File: config.mk
export PLATFORM = sky130hd
export DESIGN_NAME = dbg_ctl_reg
export DESIGN_NICKNAME = d
export VERILOG_FILES = /design/src/rtl/dbg_ctl_pkg.sv /design/src/rtl/dbg_ctl_run.sv /design/src/rtl/dbg_ctl_halt.sv /design/src/rtl/dbg_ctl_evt.sv /design/src/rtl/dbg_ctl_reg.sv
export SDC_FILE = /design/constraint.sdc
export NUM_CORES = 1
export LEC_CHECK = 0
export BUFFER_PORTS_ARGS = -buffer_cell sky130_fd_sc_hd__buf_2
export CORE_MARGIN = 4
export CORE_UTILIZATION = 32
export CTS_CLUSTER_SIZE = 28
export DETAILED_ROUTE_END_ITERATION = 6
export GPL_TIMING_DRIVEN = 0
export PLACE_DENSITY = 0.84
export SLEW_MARGIN = 20
export SYNTH_ARGS = -nofsm -noshare
export SYNTH_HDL_FRONTEND = slang
export SYNTH_HIERARCHICAL = 1
export SYNTH_SLANG_ARGS = --single-unit
File: constraint.sdc
create_clock -name clk -period 1.9 [get_ports clk]
set_input_delay 0 -clock clk [delete_from_list [all_inputs] [get_ports clk]]
set_output_delay 0 -clock clk [all_outputs]
set_load 0.02 [all_outputs]
File: src/rtl/dbg_ctl_pkg.sv
// Package: shared field positions and widths for the debug capability
// control register. The bit positions are what software decodes, so they
// are fixed here and are the only place they are written.
package dbg_ctl_pkg;
    localparam int REG_W     = 32;
    localparam int ADDR_W    = 7;
    localparam int BURST_W   = 8;
    localparam int EN_BIT    = 31;
    localparam int ADDR_LSB  = 24;
    localparam int BURST_LSB = 16;
    localparam int RSV_LSB   = 5;
    localparam int RSV_MSB   = 15;
    localparam int CHG_BIT   = 4;
    localparam int HIN_BIT   = 3;
    localparam int HOUT_BIT  = 2;
    localparam int LSE_BIT   = 1;
    localparam int RUN_BIT   = 0;
    localparam int N_RING    = 2;

    // Ring index used by the halt generate loop.
    typedef enum logic [0:0] {RING_IN = 1'b0, RING_OUT = 1'b1} ring_e;

    // Register bit holding the halt flag of a ring (IN = 3, OUT = 2).
    function automatic int halt_pos(input int ring);
        return HIN_BIT - ring;
    endfunction
endpackage

File: src/rtl/dbg_ctl_run.sv
// Run-state tracker: keeps the run flag, the sticky run-change flag and the
// port-reset lockout.
// Assumes: en_nxt_i is the enable value that will be stored at this edge,
// so that clearing the enable drops run in the same cycle.
module dbg_ctl_run (
    input  logic clk,
    input  logic rst_n,
    input  logic en_nxt_i,
    input  logic cfg_state_i,
    input  logic port_reset_i,
    input  logic chg_clr_i,
    output logic run_q_o,
    output logic run_nxt_o,
    output logic chg_q_o
);
    logic pr_q;
    logic blk_q;
    logic pr_rise;
    logic run_q;
    logic run_nxt;
    logic chg_q;

    // Detect the rising edge of port reset and compute the next run value.
    always_comb begin
        pr_rise = port_reset_i & ~pr_q;
        run_nxt = en_nxt_i & cfg_state_i & ~blk_q & ~pr_rise;
    end

    // Update the run flag, the lockout, the reset history and the sticky change flag (set wins).
    always_ff @(posedge clk) begin
        if (!rst_n) begin
            pr_q  <= 1'b0;
            blk_q <= 1'b0;
            run_q <= 1'b0;
            chg_q <= 1'b0;
        end else begin
            pr_q  <= port_reset_i;
            blk_q <= pr_rise | (blk_q & cfg_state_i);
            run_q <= run_nxt;
            chg_q <= (run_q & ~run_nxt) | (chg_q & ~chg_clr_i);
        end
    end

    assign run_q_o   = run_q;
    assign run_nxt_o = run_nxt;
    assign chg_q_o   = chg_q;
endmodule

File: src/rtl/dbg_ctl_halt.sv
// One ring's halt flag. Software sets it by writing 1, and the endpoint
// halt-clear request clears it. It can be set only while running and it is
// forced to 0 when the run flag is low or about to drop.
// Assumes: set_i is already qualified by the write strobe.
module dbg_ctl_halt (
    input  logic clk,
    input  logic rst_n,
    input  logic run_q_i,
    input  logic run_nxt_i,
    input  logic set_i,
    input  logic clr_i,
    output logic halt_o
);
    logic halt_q;

    // Priority: not running, then clear request, then software set.
    always_ff @(posedge clk) begin
        if (!rst_n) begin
            halt_q <= 1'b0;
        end else if (!run_q_i || !run_nxt_i) begin
            halt_q <= 1'b0;
        end else if (clr_i) begin
            halt_q <= 1'b0;
        end else if (set_i) begin
            halt_q <= 1'b1;
        end
    end

    assign halt_o = halt_q;
endmodule

File: src/rtl/dbg_ctl_evt.sv
// Port status change event: a one-cycle request on a rising edge of the link
// status change input while the event enable is set.
// Assumes: link_i is synchronous to clk.
module dbg_ctl_evt (
    input  logic clk,
    input  logic rst_n,
    input  logic lse_i,
    input  logic link_i,
    output logic evt_o
);
    logic link_q;
    logic evt_q;

    // Keep the link history and register the qualified edge.
    always_ff @(posedge clk) begin
        if (!rst_n) begin
            link_q <= 1'b0;
            evt_q  <= 1'b0;
        end else begin
            link_q <= link_i;
            evt_q  <= lse_i & link_i & ~link_q;
        end
    end

    assign evt_o = evt_q;
endmodule

File: src/rtl/dbg_ctl_reg.sv
// Debug capability control and status register (top). It holds the enable
// and the event enable, produces the release pulse, instantiates the run
// tracker, one halt unit per ring and the event unit, and assembles the
// read word.
// Assumes: writes are whole-word and the read is combinational.
module dbg_ctl_reg
    import dbg_ctl_pkg::*;
(
    input  logic               clk,
    input  logic               rst_n,
    input  logic               wr_en_i,
    input  logic [REG_W-1:0]   wr_data_i,
    output logic [REG_W-1:0]   rd_data_o,
    input  logic               cfg_state_i,
    input  logic [ADDR_W-1:0]  dev_addr_i,
    input  logic [BURST_W-1:0] max_burst_i,
    input  logic               port_reset_i,
    input  logic               halt_clr_in_i,
    input  logic               halt_clr_out_i,
    input  logic               link_chg_i,
    output logic               cap_en_o,
    output logic               doorbell_en_o,
    output logic               stall_in_o,
    output logic               stall_out_o,
    output logic               release_o,
    output logic               psc_evt_o
);
    logic              en_q;
    logic              en_nxt;
    logic              rel_q;
    logic              lse_q;
    logic              run_q;
    logic              run_nxt;
    logic              chg_q;
    logic [N_RING-1:0] halt;
    logic [N_RING-1:0] halt_clr;

    // Next enable value: the value being written, otherwise held.
    always_comb begin
        en_nxt = wr_en_i ? wr_data_i[EN_BIT] : en_q;
    end

    // Store the enable and the event enable, and form the release pulse on a 1-to-0 change.
    always_ff @(posedge clk) begin
        if (!rst_n) begin
            en_q  <= 1'b0;
            rel_q <= 1'b0;
            lse_q <= 1'b0;
        end else begin
            en_q  <= en_nxt;
            rel_q <= en_q & ~en_nxt;
            if (wr_en_i) begin
                lse_q <= wr_data_i[LSE_BIT];
            end
        end
    end

    dbg_ctl_run u_run (
        .clk          (clk),
        .rst_n        (rst_n),
        .en_nxt_i     (en_nxt),
        .cfg_state_i  (cfg_state_i),
        .port_reset_i (port_reset_i),
        .chg_clr_i    (wr_en_i & wr_data_i[CHG_BIT]),
        .run_q_o      (run_q),
        .run_nxt_o    (run_nxt),
        .chg_q_o      (chg_q)
    );

    assign halt_clr[RING_IN]  = halt_clr_in_i;
    assign halt_clr[RING_OUT] = halt_clr_out_i;

    for (genvar g = 0; g < N_RING; g++) begin : g_ring
        dbg_ctl_halt u_halt (
            .clk       (clk),
            .rst_n     (rst_n),
            .run_q_i   (run_q),
            .run_nxt_i (run_nxt),
            .set_i     (wr_en_i & wr_data_i[halt_pos(g)]),
            .clr_i     (halt_clr[g]),
            .halt_o    (halt[g])
        );
    end

    dbg_ctl_evt u_evt (
        .clk    (clk),
        .rst_n  (rst_n),
        .lse_i  (lse_q),
        .link_i (link_chg_i),
        .evt_o  (psc_evt_o)
    );

    // Assemble the read word; reserved bits stay 0 and the halt bits are gated by run.
    always_comb begin
        rd_data_o = '0;
        rd_data_o[EN_BIT]                   = en_q;
        rd_data_o[ADDR_LSB +: ADDR_W]       = dev_addr_i;
        rd_data_o[BURST_LSB +: BURST_W]     = max_burst_i;
        rd_data_o[CHG_BIT]                  = chg_q;
        rd_data_o[HIN_BIT]                  = halt[RING_IN] & run_q;
        rd_data_o[HOUT_BIT]                 = halt[RING_OUT] & run_q;
        rd_data_o[LSE_BIT]                  = lse_q;
        rd_data_o[RUN_BIT]                  = run_q;
    end

    assign cap_en_o      = en_q;
    assign doorbell_en_o = en_q & ~chg_q;
    assign stall_in_o    = halt[RING_IN];
    assign stall_out_o   = halt[RING_OUT];
    assign release_o     = rel_q;
endmodule

* Word-level counts from Yosys, hierarchy flattened
Cells that the tools add are included.
** Cells by class
- Multiplexer cells :: 1
- Bitwise logic cells :: 27
- Reductions and logical operators :: 5
** Operators by type and width (count)
- $and A1 B1 Y1 :: 16
- $not A1 Y1 :: 9
- $reduce_or A3 Y1 :: 2
- $logic_not A1 Y1 :: 2
- $or A1 B1 Y1 :: 2
- $logic_or A1 B1 Y1 :: 1
- $mux W1 :: 1
** Storage, ports and cells
- Flip-flop bits (word level) :: 11
- Input port bits :: 55
- Output and inout port bits :: 38

* Longest topological paths before layout
Gate-level depths: netlist (run 1).
- Depth after elaboration :: 7
- Mapped depth :: 5
- Depth with buffers taken out :: 5

* Hierarchy
The synthesis (run 1) kept the hierarchy.
** By module, submodules not included
- dbg_ctl_reg :: times used 1, cells each 45, area each 380.4 um^2, seq. area each 60.1 um^2
- dbg_ctl_run :: times used 1, cells each 14, area each 162.7 um^2, seq. area each 80.1 um^2
- dbg_ctl_halt :: times used 2, cells each 4, area each 36.3 um^2, seq. area each 20.0 um^2
- dbg_ctl_evt :: times used 1, cells each 4, area each 56.3 um^2, seq. area each 40.0 um^2

* Worst setup path before layout (run 1)
Ideal clock, no wire load.
- Kind :: register to register
- Start point :: register en_q, in the netlist cap_en_o
- End point :: register g_ring[0].u_halt.halt_q
- Setup time :: 0.064 ns
- Arrival :: 1.035 ns
- Data required time :: 1.836 ns
- Path slack :: 0.801 ns
- Cell stages (with the launch flop) :: 6
- Buffers on the path :: 0
- Period minus slack after synthesis :: 1.099 ns
- Cell sequence :: dfxtp_1 mux2_4 nand3b_4 nor2_2 nand4b_1 nor2_1
** Between the ends
- Cells in the longest elaborated chain, start to end :: 7
** Ends and longest elaborated chain
- start, declared :: RTL line dbg_ctl_reg.sv:28 : logic en_q;
- start signal, assigned :: RTL line dbg_ctl_reg.sv:50 : en_q <= en_nxt;
- $mux W1 :: RTL line dbg_ctl_reg.sv:40 : en_nxt = wr_en_i ? wr_data_i[EN_BIT] : en_q;
- named net en_nxt :: RTL line dbg_ctl_reg.sv:29 : logic en_nxt;
- $and A1 B1 Y1 (3 in series) :: RTL line dbg_ctl_run.sv:26 : run_nxt = en_nxt_i & cfg_state_i & ~blk_q & ~pr_rise;
- named net run_nxt :: RTL line dbg_ctl_reg.sv:33 : logic run_nxt;
- $logic_not A1 Y1 :: RTL line dbg_ctl_halt.sv:20 : end else if (!run_q_i || !run_nxt_i) begin
- $logic_or A1 B1 Y1 :: RTL line dbg_ctl_halt.sv:20
- $reduce_or A3 Y1 (no line)
- end signal, assigned :: RTL line dbg_ctl_halt.sv:19 : halt_q <= 1'b0;
- end signal, assigned :: RTL line dbg_ctl_halt.sv:21 : halt_q <= 1'b0;
- end signal, assigned :: RTL line dbg_ctl_halt.sv:23 : halt_q <= 1'b0;
- end, declared :: RTL line dbg_ctl_halt.sv:14 : logic halt_q;
The timed path passes the listed nets, and every way through them passes these cells.
A chain may end at the register's enable or synchronous reset.

* Final worst setup path (run 1)
- Start point :: register en_q, in the netlist cap_en_o
- End point :: register g_ring[1].u_halt.halt_q
** Between the ends
- Cells in the longest elaborated chain, start to end :: 7
** Ends and longest elaborated chain (RTL line)
- $mux W1 :: dbg_ctl_reg.sv:40
- named net en_nxt :: dbg_ctl_reg.sv:29
- $and A1 B1 Y1 (3 in series) :: dbg_ctl_run.sv:26
- named net run_nxt :: dbg_ctl_reg.sv:33
- $logic_not A1 Y1 :: dbg_ctl_halt.sv:20
- $logic_or A1 B1 Y1 :: dbg_ctl_halt.sv:20
- $reduce_or A3 Y1 (no line)
- end signal, assigned :: dbg_ctl_halt.sv:19
- end signal, assigned :: dbg_ctl_halt.sv:21
- end signal, assigned :: dbg_ctl_halt.sv:23
- end, declared :: dbg_ctl_halt.sv:14
The timed path passes the listed nets, and every way through them passes these cells.

==> impl_metrics.json, run 1 <==
{
  "synthCells": 71,
  "vias": 585,
  "cts_sinks": 11,
  "cpPeakStageDelay_ns": 0.37,
  "worstPathMaxFanout": 5,
  "timing.rr.end": "g_ring[1].u_halt/halt_o",
  "tritoncts": "built",
  "avgSynthCellArea_sq_um": 9.46,
  "path_class": "reg -> reg",
  "final-setup-viol-count": 0,
  "insertion_delay_ns": 0.26,
  "min_path_cells": 2,
  "syn2layout_area_growth_pct": 51.0,
  "cts_resized": 0,
  "synth_largest_area_cell": "buf_4",
  "synth_area_leaders": "buf_4 34%, dfxtp_1 33%, and2_1 4.7%",
  "grt_overflow": 0,
  "fmax_mhz": 969,
  "grt_max_degree": 12,
  "fillers": 194,
  "first_pass_iters": 2,
  "leakage_nw": 0.587,
  "cts_root_buffer": "clkbuf_4",
  "vdd_drop_max_v": 0.000415,
  "drive_gt1_frac": 0.620,
  "status": "complete, no violations",
  "finalCritPeriodShare": 0.543,
  "endpoint": "g_ring[1].u_halt/halt_o",
  "num_rows": 16,
  "numCtsBuffers": 3,
  "fin_crit_ns": 1.03,
  "grt_pass1_wl_um": 1840,
  "critPathSlowestCell": "dfxtp_1",
  "antenna_left": 0,
  "drv_slew": 0,
  "synth_top_area_frac": 0.335,
  "power_density_nw_per_um2": 553,
  "r2r_cells": 5,
  "rsz0062_at_grt": "no",
  "setup.worst_path.start": "cap_en_o",
  "io_buffers": 39,
  "io_pins": 93,
  "end_kind": "flip-flop",
  "grt_pass1_vias": 488,
  "wl_um": 1340,
  "start_util": 0.339,
  "antenna_found_initial": 0,
  "h-tree-depth": 1,
  "tns_ns": 0,
  "clkTransAtPathRegs_ns": 0.06,
  "finalHoldViolCount": 0,
  "gp_congestion": 0.737,
  "fp.dieH_um": 53.8,
  "hold_path.class": "in -> reg",
  "reg2reg_slack_ns": 0.87,
  "diodes": 0,
  "syn_area_sq_um": 672,
  "worstPathRequired_ns": 2.10,
  "skew_ns": 0.000481,
  "utilization": 0.512,
  "layout.nets": 185,
  "dp_cells": 147,
  "stdcell_count": 156,
  "cp_cell_sequence": "mux2_4 -> nand3b_4 -> nor2_2 -> nand4b_1 -> nor2_1",
  "yosysWarnings": 6,
  "cts_buffer_depth": 2,
  "die_x_um": 53.8,
  "dieArea_sq_um": 2900,
  "core-area_sq_um": 1980,
  "rr_startpoint": "cap_en_o",
  "start_kind": "flip-flop",
  "grt_usage": 0.0896,
  "drt-initial-drc-count": 3,
  "post_drt_wl_per_cell_um": 8.60,
  "ys_seq_area_frac": 0.328,
  "ys_types": 19,
  "maxCapViolations": 0,
  "synth.ff_latch_count": 11,
  "drc": 0,
  "routed_via_density": 3.75,
  "crit_arrival_ns": 1.23
}
[synth_stat cells]
library cell,number
a21boi_1,1
a21oi_1,1
and2_1,5
and2_2,3
and2_4,1
and4b_1,2
buf_4,30
conb_1,1
dfxtp_1,11
mux2_4,1
mux2i_1,1
nand2b_1,1
nand3b_4,1
nand4b_1,2
nor2_1,4
nor2_2,1
nor2b_1,3
nor2b_4,1
o21ai_1,1
[state kept, by name, summed over array words and instances (netlist names)]
signal	flops
cap_en_o	1
g_ring.u_halt/halt_o	2
lse_q	1
release_o	1
u_evt/evt_o	1
u_evt/link_q	1
u_run/blk_q	1
u_run/chg_q_o	1
u_run/pr_q	1
u_run/run_q_o	1
[kinds of logic (layout without fill, tap and decap cells)]
kind of cell           Yosys count  after routing  synth area share
buffers and inverters           30             78             0.335
and+or+nand+nor                 24             24             0.268
DFF                             11             11             0.328
AOI/OAI and AO/OA                3              3            0.0261
muxes                            2              2            0.0372
other                            1             11           0.00558
[layout by cell type, fill, tap and decap left out, drive strengths merged]
cell type / instances
nand3b: 1
nor2b: 4
clkbuf: 4
mux2: 1
buf: 69
mux2i: 1
dfxtp: 11
and2: 9
a21boi: 1
a21oi: 1
nand2b: 1
nor2: 5
o21ai: 1
dlygate4sd3: 5
conb: 11
nand4b: 2
and4b: 2
[power by group]
group          internal (mW)  switching [mW]
logic                 0.0873          0.0814
registers              0.239         0.00505
clock network         0.0810          0.0676
total                  0.407           0.154
[through the flow]
step	instance area [sq um]	hold slack, ns	setup slack (ns)	power, mW
after floorplan	709	0.113	0.801	0.370
after global placement	938	0.218	0.912	0.409
after detailed placement	938	0.219	0.872	0.411
after CTS	1010	0.0325	0.855	0.570
after global routing	1010	0.0253	0.768	0.600
final	1010	0.0434	0.868	0.561
[what timing repair did]
item	4_1_cts	5_1_grt
hold buffers	5	0
hold endpoints to repair	5	0
setup buffers	0	0
[worst max-delay path: cells and delay by family, from the launching register on]
family / cells / cell delay (ns)
AND/OR/NAND/NOR: 4 / 0.42
flip-flops: 1 / 0.37
multiplexers: 1 / 0.19
[worst min path at each step]
stage	start	slack, ns	end
detailed placement	dev_addr_i[2]	0.22	rd_data_o[26]
floorplan	max_burst_i[0]	0.11	rd_data_o[16]
CTS	wr_data_i[31]	0.03	release_o
global route	wr_data_i[31]	0.03	release_o
finish	wr_data_i[31]	0.04	release_o
global placement	link_chg_i	0.22	u_evt/link_q
[cell type report]
class | instances | area (sq um) | area share
multi-input cells | 40 | 264 | 0.260
flip-flops and latches | 11 | 220 | 0.217
repair buffers | 44 | 245 | 0.242
clock buffers | 4 | 26.3 | 0.0259
plain buffers | 30 | 225 | 0.222
well taps | 27 | 33.8 | 0.0333
[metal layers]
layer,vias to the layer above,GRT usage,wire length (um)
met5,-,0,0
met4,0,0.0255,0
met3,0,0.0499,212
met2,38,0.159,701
met1,245,0.0882,427
li1,302,-,-
Power figures use the tool's default switching activity.
==> run 2: changes to the inputs <==
Settings changed: CORE_UTILIZATION 32 to 30, PLACE_DENSITY 0.84 to 0.79.
Clock period 1.9 ns to 1 ns, I/O delays scaled along.
==> run 2 against run 1 <==
Core utilization is 1.0 points lower. Via count grew 0.34%. Clock skew about the same. Design area increased by 0.99%. Critical endpoint is now g_ring[0].u_halt/halt_o. Flip-flop and latch count unchanged. Clock power is 96% higher. Sequential power grew 89%. Worst hold slack improved by 0.010 ns. Setup slack got worse by 0.90 ns. Clock-buffer cell count did not move. Largest power group unchanged. Sequential share of layout area up 0.28 points. The run now ends with negative setup slack left.
==> impl_metrics.json, run 2 (same netlist as run 1, synthesis figures left out) <==
{
  "status": "finished with violations",
  "violations": "negative setup slack",
  "cts_root_buffer": "clkbuf_4",
  "worstPathMaxFanout": 5,
  "rsz0062_at_grt": "yes",
  "grt_use_met3": 0.0629,
  "finalCritPeriodShare": 1.03,
  "crit_arrival_ns": 1.19,
  "final-setup-viol-count": 3,
  "maxCapViolations": 0,
  "comb_power_share": 0.302,
  "drive_gt1_frac": 0.636,
  "diodes": 0,
  "power_frac_seq": 0.427,
  "final_area_sq_um": 1020,
  "critPathSlowestCell": "dfxtp_4",
  "end_kind": "flip-flop",
  "syn2layout_area_growth_pct": 52.5,
  "p_int_uw": 773,
  "critPathBufInv": 0,
  "core-area_sq_um": 2040,
  "gp_congestion": 0.749,
  "grt_max_degree": 12,
  "place_area_sq_um": 947,
  "post_drt_wl_per_cell_um": 9.63,
  "swShare": 0.285,
  "io_buffers": 39,
  "wl_um": 1500,
  "routed_via_density": 3.76,
  "hold_path.class": "in -> reg",
  "start_kind": "flip-flop",
  "h-tree-depth": 1,
  "power_density_nw_per_um2": 1060,
  "leakage_nw": 0.589,
  "start_util": 0.329,
  "clock_power_share": 0.270,
  "fp.dieH_um": 55.3,
  "cts_buffer_depth": 2,
  "vdd_drop_max_v": 0.000593,
  "io_pins": 93,
  "clkTransAtPathRegs_ns": 0.07,
  "largest_reg_flops": 2,
  "final_common_cell": "buf_2",
  "busiest_layer": "met2",
  "setup_ws_ns": -0.0305,
  "cpPeakStageDelay_ns": 0.35,
  "grt_util_met1": 0.0753,
  "fin_crit_ns": 1.03,
  "final_cell_mix": "39 x buf_2, 30 x buf_4, 11 x conb_1, 9 x dfxtp_1",
  "worstPathRequired_ns": 1.16,
  "skew_ns": 0.000303,
  "drc": 0,
  "drv_slew": 0,
  "antenna_found_initial": 0,
  "fmax_mhz": 970,
  "cp_top_family": "flip-flops",
  "grt_pass1_wl_um": 2330,
  "die_x_um": 55.3,
  "drt-initial-drc-count": 2,
  "cts_sinks": 11,
  "p_sw_uw": 308,
  "dpl_worst_slack_ns": -0.0256,
  "layout.nets": 185,
  "numCtsBuffers": 3,
  "first_pass_iters": 4,
  "vias": 587,
  "dieArea_sq_um": 3060,
  "tritoncts": "built",
  "path_class": "reg -> reg",
  "insertion_delay_ns": 0.26,
  "grt_usage": 0.0922,
  "finalHoldViolCount": 0,
  "antenna_left": 0,
  "grt_use_met2": 0.188,
  "grt_pass1_vias": 584,
  "cp_cell_sequence": "mux2_4 -> nand3b_4 -> nor2_4 -> nand4b_1 -> nor2_1",
  "num_rows": 16,
  "grt_overflow": 0
}
run 2: area by class of cell:
type | count | area, sq um
well taps | 27 | 33.8
plain buffers | 30 | 225
fillers | 222 | 1020
repair buffers | 44 | 245
clock buffers | 4 | 26.3
flip-flops and latches | 11 | 225
multi-input cells | 40 | 269
run 2: stage by stage:
stage	instances	TNS (ns)	util	power, mW	hold WS [ns]
after floorplan	81	0	-	0.704	0.113
after detailed placement	147	-0.0256	0.464	0.785	0.219
after global routing	156	-0.202	0.502	1.13	0.0437
after global placement	147	0	0.464	0.778	0.219
final	156	-0.0432	0.502	1.08	0.0539
after CTS	156	-0.0353	0.501	1.09	0.0472
run 2: power by group through the flow:
stage | registers [mW] | clock network (mW) | logic, mW
2_1_floorplan | 0.475 | 0 | 0.229
3_3_place_gp | 0.471 | 0 | 0.306
3_5_place_dp | 0.472 | 0 | 0.313
4_1_cts | 0.462 | 0.298 | 0.328
5_1_grt | 0.464 | 0.315 | 0.352
6_report | 0.462 | 0.292 | 0.327
run 2: final timing paths:
kind / startpoint / end / slack, ns / cells after the start
setup / recovery: cap_en_o / g_ring[0].u_halt/halt_o / -0.03 / 5
hold / removal: wr_data_i[31] / release_o / 0.05 / 2
setup reg to reg: cap_en_o / g_ring[0].u_halt/halt_o / -0.03 / 5
hold reg to reg: u_run/chg_q_o / u_run/chg_q_o / 0.48 / 2
run 2: what timing repair did:
item / CTS / global route
pin swaps: 3 / 0
endpoints found under the hold margin: 5 / 0
resized for setup: 0 / 1
setup endpoints to repair: 4 / 7
cloned: 0 / 0
buffers inserted: 0 / 0
hold buffers: 5 / 0
run 2: layer usage:
| layer | vias up | share of wire |
|---|---|---|
| met1 | 249 | 0.30 |
| met2 | 36 | 0.56 |
| met4 | 0 | 0 |
| li1 | 302 | - |
| met5 | - | 0 |
| met3 | 0 | 0.14 |
